--- config.mk ---
export PLATFORM = sky130hd
export DESIGN_NAME = sram_ctrl
export DESIGN_NICKNAME = d
export VERILOG_FILES = /design/src/rtl/sram_ctrl_pkg.sv /design/src/rtl/sram_phase_timer.sv /design/src/rtl/sram_ctrl_fsm.sv /design/src/rtl/sram_pin_drv.sv /design/src/rtl/sram_ctrl.sv
export SDC_FILE = /design/constraint.sdc
export NUM_CORES = 1
export LEC_CHECK = 0
export BUFFER_PORTS_ARGS = -buffer_cell sky130_fd_sc_hd__buf_2
export CORE_ASPECT_RATIO = 2
export CORE_MARGIN = 5
export CORE_UTILIZATION = 51
export DETAILED_ROUTE_END_ITERATION = 10
export PLACE_DENSITY = 0.94
export REMOVE_ABC_BUFFERS = 1
export SLEW_MARGIN = 25
export SYNTH_ARGS = -nofsm -noshare
export SYNTH_HDL_FRONTEND = slang
export SYNTH_SLANG_ARGS = --single-unit
--- constraint.sdc ---
create_clock -name clk_i -period 3.5 [get_ports clk_i]
set_input_delay 0.35 -clock clk_i [delete_from_list [all_inputs] [get_ports clk_i]]
set_output_delay 0.35 -clock clk_i [all_outputs]
set_load 0.005 [all_outputs]
--- src/rtl/sram_ctrl_pkg.sv ---
`timescale 1ns/1ps
package sram_ctrl_pkg;

  typedef enum logic [2:0] {
    ST_IDLE,
    ST_SETUP,
    ST_STROBE,
    ST_HOLD,
    ST_DONE
  } phase_e;

  // whole clock cycles covering t_ps, never below floor_c
  function automatic int unsigned ps_to_cyc(int unsigned t_ps, int unsigned clk_ps,
                                            int unsigned floor_c);
    int unsigned c;
    c = (t_ps + clk_ps - 1) / clk_ps;
    return (c < floor_c) ? floor_c : c;
  endfunction

  function automatic int unsigned max_u(int unsigned a, int unsigned b);
    return (a > b) ? a : b;
  endfunction

  // remaining cycles after a, at least one
  function automatic int unsigned rem_u(int unsigned total, int unsigned a);
    return (total > a) ? total - a : 1;
  endfunction

endpackage

--- src/rtl/sram_phase_timer.sv ---
`timescale 1ns/1ps
module sram_phase_timer #(
  parameter int unsigned CNT_W = 2
) (
  input  logic             clk_i,
  input  logic             rst_ni,
  input  logic             load_i,
  input  logic [CNT_W-1:0] load_val_i,
  output logic             expired_o
);

  logic [CNT_W-1:0] cnt_q;

  always_ff @(posedge clk_i or negedge rst_ni) begin
    if (!rst_ni)               cnt_q <= '0;
    else if (load_i)           cnt_q <= load_val_i;
    else if (cnt_q != '0)      cnt_q <= cnt_q - CNT_W'(1);
  end

  assign expired_o = (cnt_q == '0);

endmodule

--- src/rtl/sram_ctrl_fsm.sv ---
`timescale 1ns/1ps
module sram_ctrl_fsm
  import sram_ctrl_pkg::*;
#(
  parameter int unsigned CNT_W   = 2,
  parameter int unsigned SETUP_C = 1,
  parameter int unsigned WR_C    = 2,
  parameter int unsigned RD_C    = 2,
  parameter int unsigned HD_C    = 1,
  parameter int unsigned TA_C    = 2
) (
  input  logic             clk_i,
  input  logic             rst_ni,
  input  logic             req_i,
  input  logic             op_we_i,
  input  logic             expired_i,
  output phase_e           state_q_o,
  output phase_e           state_d_o,
  output logic             accept_o,
  output logic             load_o,
  output logic [CNT_W-1:0] load_val_o
);

  localparam logic [CNT_W-1:0] SETUP_V = CNT_W'(SETUP_C - 1);
  localparam logic [CNT_W-1:0] WR_V    = CNT_W'(WR_C - 1);
  localparam logic [CNT_W-1:0] RD_V    = CNT_W'(RD_C - 1);
  localparam logic [CNT_W-1:0] HD_V    = CNT_W'(HD_C - 1);
  localparam logic [CNT_W-1:0] TA_V    = CNT_W'(TA_C - 1);

  phase_e state_q, state_d;

  always_comb begin
    state_d    = state_q;
    load_o     = 1'b0;
    load_val_o = '0;
    accept_o   = 1'b0;
    unique case (state_q)
      ST_IDLE: if (req_i) begin
        accept_o   = 1'b1;
        state_d    = ST_SETUP;
        load_o     = 1'b1;
        load_val_o = SETUP_V;
      end
      ST_SETUP: if (expired_i) begin
        state_d    = ST_STROBE;
        load_o     = 1'b1;
        load_val_o = op_we_i ? WR_V : RD_V;
      end
      ST_STROBE: if (expired_i) begin
        state_d    = ST_HOLD;
        load_o     = 1'b1;
        load_val_o = op_we_i ? HD_V : TA_V;
      end
      ST_HOLD: if (expired_i) state_d = ST_DONE;
      ST_DONE: state_d = ST_IDLE;
      default: state_d = ST_IDLE;
    endcase
  end

  always_ff @(posedge clk_i or negedge rst_ni) begin
    if (!rst_ni) state_q <= ST_IDLE;
    else         state_q <= state_d;
  end

  assign state_q_o = state_q;
  assign state_d_o = state_d;

endmodule

--- src/rtl/sram_pin_drv.sv ---
`timescale 1ns/1ps
module sram_pin_drv
  import sram_ctrl_pkg::*;
#(
  parameter int unsigned ADDR_W = 15,
  parameter int unsigned DATA_W = 8
) (
  input  logic              clk_i,
  input  logic              rst_ni,
  input  logic              accept_i,
  input  logic              we_i,
  input  logic [ADDR_W-1:0] addr_i,
  input  logic [DATA_W-1:0] wdata_i,
  input  phase_e            state_q_i,
  input  phase_e            state_d_i,
  input  logic              expired_i,
  input  logic [DATA_W-1:0] dq_i,
  output logic              op_we_o,
  output logic              ce_n_o,
  output logic              we_n_o,
  output logic              oe_n_o,
  output logic [ADDR_W-1:0] addr_o,
  output logic [DATA_W-1:0] dq_o,
  output logic              dq_oe_o,
  output logic [DATA_W-1:0] rdata_o
);

  logic              op_we_q;
  logic              ce_n_q, we_n_q, oe_n_q, dq_oe_q;
  logic [ADDR_W-1:0] addr_q;
  logic [DATA_W-1:0] wdata_q, rdata_q;
  logic              busy_d, we_act_d, oe_act_d, drv_d, cap;

  // pins are registered from the next phase: glitch-free, aligned with state_q
  always_comb begin
    busy_d   = (state_d_i == ST_SETUP) || (state_d_i == ST_STROBE) || (state_d_i == ST_HOLD);
    we_act_d = (state_d_i == ST_STROBE) && op_we_q;
    oe_act_d = (state_d_i == ST_STROBE) && !op_we_q;
    drv_d    = op_we_q && ((state_d_i == ST_STROBE) || (state_d_i == ST_HOLD));
    cap      = (state_q_i == ST_STROBE) && !op_we_q && expired_i;
  end

  always_ff @(posedge clk_i or negedge rst_ni) begin
    if (!rst_ni) begin
      op_we_q <= 1'b0;
      ce_n_q  <= 1'b1;
      we_n_q  <= 1'b1;
      oe_n_q  <= 1'b1;
      dq_oe_q <= 1'b0;
      addr_q  <= '0;
      wdata_q <= '0;
      rdata_q <= '0;
    end else begin
      ce_n_q  <= !busy_d;
      we_n_q  <= !we_act_d;
      oe_n_q  <= !oe_act_d;
      dq_oe_q <= drv_d;
      if (accept_i) begin
        op_we_q <= we_i;
        addr_q  <= addr_i;
        wdata_q <= wdata_i;
      end
      if (cap) rdata_q <= dq_i;
    end
  end

  assign op_we_o = op_we_q;
  assign ce_n_o  = ce_n_q;
  assign we_n_o  = we_n_q;
  assign oe_n_o  = oe_n_q;
  assign addr_o  = addr_q;
  assign dq_o    = wdata_q;
  assign dq_oe_o = dq_oe_q;
  assign rdata_o = rdata_q;

endmodule

--- src/rtl/sram_ctrl.sv ---
`timescale 1ns/1ps
module sram_ctrl
  import sram_ctrl_pkg::*;
#(
  parameter int unsigned ADDR_W    = 15,
  parameter int unsigned DATA_W    = 8,
  parameter int unsigned CLK_PS    = 4000,
  parameter int unsigned T_ASU_PS  = 0,
  parameter int unsigned T_PWE_PS  = 7000,
  parameter int unsigned T_SD_PS   = 5000,
  parameter int unsigned T_AW_PS   = 7000,
  parameter int unsigned T_HD_PS   = 0,
  parameter int unsigned T_AA_PS   = 10000,
  parameter int unsigned T_DOE_PS  = 5000,
  parameter int unsigned T_HZOE_PS = 5000
) (
  input  logic              clk_i,
  input  logic              rst_ni,
  input  logic              req_i,
  input  logic              we_i,
  input  logic [ADDR_W-1:0] addr_i,
  input  logic [DATA_W-1:0] wdata_i,
  output logic              ready_o,
  output logic              done_o,
  output logic [DATA_W-1:0] rdata_o,
  output logic              sram_ce_no,
  output logic              sram_we_no,
  output logic              sram_oe_no,
  output logic [ADDR_W-1:0] sram_addr_o,
  output logic [DATA_W-1:0] sram_dq_o,
  input  logic [DATA_W-1:0] sram_dq_i,
  output logic              sram_dq_oe_o
);

  localparam int unsigned SETUP_C = ps_to_cyc(T_ASU_PS, CLK_PS, 1);
  localparam int unsigned WR_C    = max_u(max_u(ps_to_cyc(T_PWE_PS, CLK_PS, 1),
                                                ps_to_cyc(T_SD_PS, CLK_PS, 1)),
                                          rem_u(ps_to_cyc(T_AW_PS, CLK_PS, 1), SETUP_C));
  localparam int unsigned RD_C    = max_u(ps_to_cyc(T_DOE_PS, CLK_PS, 1),
                                          rem_u(ps_to_cyc(T_AA_PS, CLK_PS, 1), SETUP_C));
  localparam int unsigned HD_C    = ps_to_cyc(T_HD_PS, CLK_PS, 1);
  localparam int unsigned TA_C    = ps_to_cyc(T_HZOE_PS, CLK_PS, 1);
  localparam int unsigned MAX_C   = max_u(max_u(SETUP_C, WR_C), max_u(max_u(RD_C, HD_C), TA_C));
  localparam int unsigned CNT_W   = $clog2(MAX_C + 1);

  phase_e           state_q, state_d;
  logic             accept, load, expired, op_we;
  logic [CNT_W-1:0] load_val;

  sram_ctrl_fsm #(
    .CNT_W(CNT_W), .SETUP_C(SETUP_C), .WR_C(WR_C), .RD_C(RD_C), .HD_C(HD_C), .TA_C(TA_C)
  ) u_fsm (
    .clk_i      (clk_i),
    .rst_ni     (rst_ni),
    .req_i      (req_i),
    .op_we_i    (op_we),
    .expired_i  (expired),
    .state_q_o  (state_q),
    .state_d_o  (state_d),
    .accept_o   (accept),
    .load_o     (load),
    .load_val_o (load_val)
  );

  sram_phase_timer #(.CNT_W(CNT_W)) u_tmr (
    .clk_i      (clk_i),
    .rst_ni     (rst_ni),
    .load_i     (load),
    .load_val_i (load_val),
    .expired_o  (expired)
  );

  sram_pin_drv #(.ADDR_W(ADDR_W), .DATA_W(DATA_W)) u_drv (
    .clk_i     (clk_i),
    .rst_ni    (rst_ni),
    .accept_i  (accept),
    .we_i      (we_i),
    .addr_i    (addr_i),
    .wdata_i   (wdata_i),
    .state_q_i (state_q),
    .state_d_i (state_d),
    .expired_i (expired),
    .dq_i      (sram_dq_i),
    .op_we_o   (op_we),
    .ce_n_o    (sram_ce_no),
    .we_n_o    (sram_we_no),
    .oe_n_o    (sram_oe_no),
    .addr_o    (sram_addr_o),
    .dq_o      (sram_dq_o),
    .dq_oe_o   (sram_dq_oe_o),
    .rdata_o   (rdata_o)
  );

  assign ready_o = (state_q == ST_IDLE);
  assign done_o  = (state_q == ST_DONE);

endmodule

==> out/qor.yml <==
outcome: "finished clean"
yosysUniqueCellTypes: 30
core_um2: 3378
die_y_um: 93.15
grtUsageMet3_pct: 4.785
port_buffers: 71
grtUsageMet2_pct: 28.94
vias: 1102
maxCapViolations: 0
fill_cells: 272
whs_ps: 162.5
post_cts_resized: 0
min_path_type: "input pin to async pin"
first_iter_violations: 10
drt-total-wl_um: 3512
synth_ff_type: "dfrtp_1"
worstPathCellList: "nor3_4, and2_4, mux2_2"
cp_max_fo: 24
grt_max_degree: 42
dpl_cell_area_um2: 2068
async_flop_share_pct: 100.0
layout-drive-gt1-share_pct: 64.29
power_density_nw_per_um2: 961.7
final-setup-viol-count: 0
required_ps: 3670
fin_tns_setup_ps: 0
drc: 0
cpMaxStageDelayCell: "dfrtp_1"
rows: 30
synth-warning-count: 0
grt_pass1_wl_um: 5733
cts_root_buf: "clkbuf_8"
seqCellArea_um2: 1030
clk_path_buf_depth: 2
fin_worst_skew_ps: 4.710
syn_avg_cell_area_um2: 16.03
path_delay_family: "simple AND/OR/NAND/NOR gates"
critPathMaxStageDelay_ps: 490
relSlewSlack_pct: 43.36
period_share_pct: 48.02
cts_tree: "yes"
wire_per_inst_um: 16.41
path_buf_inv: 0
syn_inst: 110
syn_area_um2: 1763
die_w_um: 51.58
clock.fmax_mhz: 594.9
hold_violations: 0
die_area_um2: 4804
design_area_um2: 2185
dp_hpwl_um: 2685
dr.pass1.iters: 3
clock_latency_ps: 290
path_class: "flop to flop"
io-pin-count: 72
antenna_found_initial: 0
crit_start: "u_fsm.state_q_o[2]$_DFF_PN0_"
slew_violations: 0
worst_setup_path_start_kind: "flop"
busiest_layer: "met2"
grt_pass1_vias: 1253
cp.arrival_ps: 1850
final_common_cell: "buf_2"
peakVddDrop_mv: 0.5383
reg2reg_from: "u_fsm.state_q_o[2]$_DFF_PN0_"
fin_nets: 217
post_cts_buffers: 0
track_usage_pct: 16.13
leakagePower_nw: 1.098
grt_overflow: 0
place_congestion: 0.7551
start_util_pct: 52.19
synth_edf_count: 0
ys_ff_latch: 41
diodes: 0
clkTransAtPathRegs_ps: 70
ctsHtreeMaxLevel: 2
ant_nets: 0
cts_buffers: 5
cts_num_sinks: 41
synth_seq_area_share_pct: 58.41
rsz0062_at_grt: "false"
holdBufCountCts: 0
multi_input_area_um2: 631.9
period_needed_ps: 1681
reg2reg_setup_slack_ps: 1820
mostFrequentLayoutCells: "buf_2, dfrtp_1, mux2_4"
synthToLayoutAreaGrowth_pct: 23.92
drt-vias-per-instance: 5.150
gr-usage-met1_pct: 16.35
tightest_slew_ps: 849.6
cp-end-kind: "flop"
==> through the flow <==
stage	worst slack, ps	power [mW]	utilization, %	instances
after floorplan	1945	1.393	-	103
after global placement	1882	1.702	61.22	206
after detailed placement	1821	1.734	61.22	206
after CTS	1809	2.134	64.67	214
after global routing	1676	2.249	64.67	214
final	1819	2.101	64.67	214
==> registers in the layout, summed over array words and instances, names as in the netlist <==
register / count
u_drv.addr_o: 15
u_drv.ce_n_o: 1
u_drv.dq_o: 8
u_drv.dq_oe_o: 1
u_drv.oe_n_o: 1
u_drv.op_we_o: 1
u_drv.rdata_o: 8
u_drv.we_n_o: 1
u_fsm.state_q_o: 3
u_tmr.cnt_q: 2
==> power breakdown <==
part | switching [mW] | leakage, nW | internal [mW] | total (mW)
clock | 0.153 | 0.0585 | 0.232 | 0.385
sequential | 0.158 | 0.483 | 0.723 | 0.881
combinational | 0.326 | 0.557 | 0.509 | 0.835
==> synthesized netlist by cell type, types with 2 or more instances <==
cell       n  area, µm²
nand2b_1   2      12.51
dfstp_2    3      78.83
nand2_1    2      7.510
nor3_1     2      10.01
buf_12     2      40.04
buf_6      2      22.52
mux2_2    12      135.1
nor2_1     3      11.26
dfrtp_1   38      950.9
inv_1      3      11.26
mux2_4    20      300.3
nand3_1    2      10.01
o211ai_1   2      15.01
==> layout make-up <==
cell class                 instances  share of cell area [%]
tap                               32                   1.833
multi-input combinational         59                   28.92
inverter                           3                  0.5155
clock inverter                     1                   1.375
sequential                        41                   47.14
clock buffer                       7                   3.952
timing repair buffer              71                   16.27
==> worst register-to-register path, cell delays in order, from the launching register on <==
cell and delay (ps):
dfrtp_1 490, nor3_4 230, and2_4 450, mux2_2 400
==> final timing paths <==
check,cells past startpoint,end
worst max-delay path,3,u_drv.op_we_o$_DFFE_PN0P_
min in group clk_i,2,u_drv.rdata_o[2]$_DFFE_PN0P_
worst max register to register,3,u_drv.op_we_o$_DFFE_PN0P_
worst min-delay path,1,u_drv.rdata_o[0]$_DFFE_PN0P_
worst min register to register,1,u_drv.we_n_o$_DFF_PN1_
max in group asynchronous,1,u_drv.op_we_o$_DFFE_PN0P_
==> metal layers <==
metal,vias up,part of all wire [%]
met4,0,1.6
li1,526,-
met3,6,5.9
met5,-,0
met2,31,57
met1,539,35
==> logic make-up after synthesis <==
family                   share of synthesized area [%]
flip-flops                                       58.41
AO/OA/AOI/OAI                                    3.407
multiplexers                                     25.27
buffers and inverters                            5.748
adder cells (fa/ha/maj)                         0.7096
XOR/XNOR                                        0.4969
AND/OR/NAND/NOR                                  5.962
(Power assumes the default switching activity.)
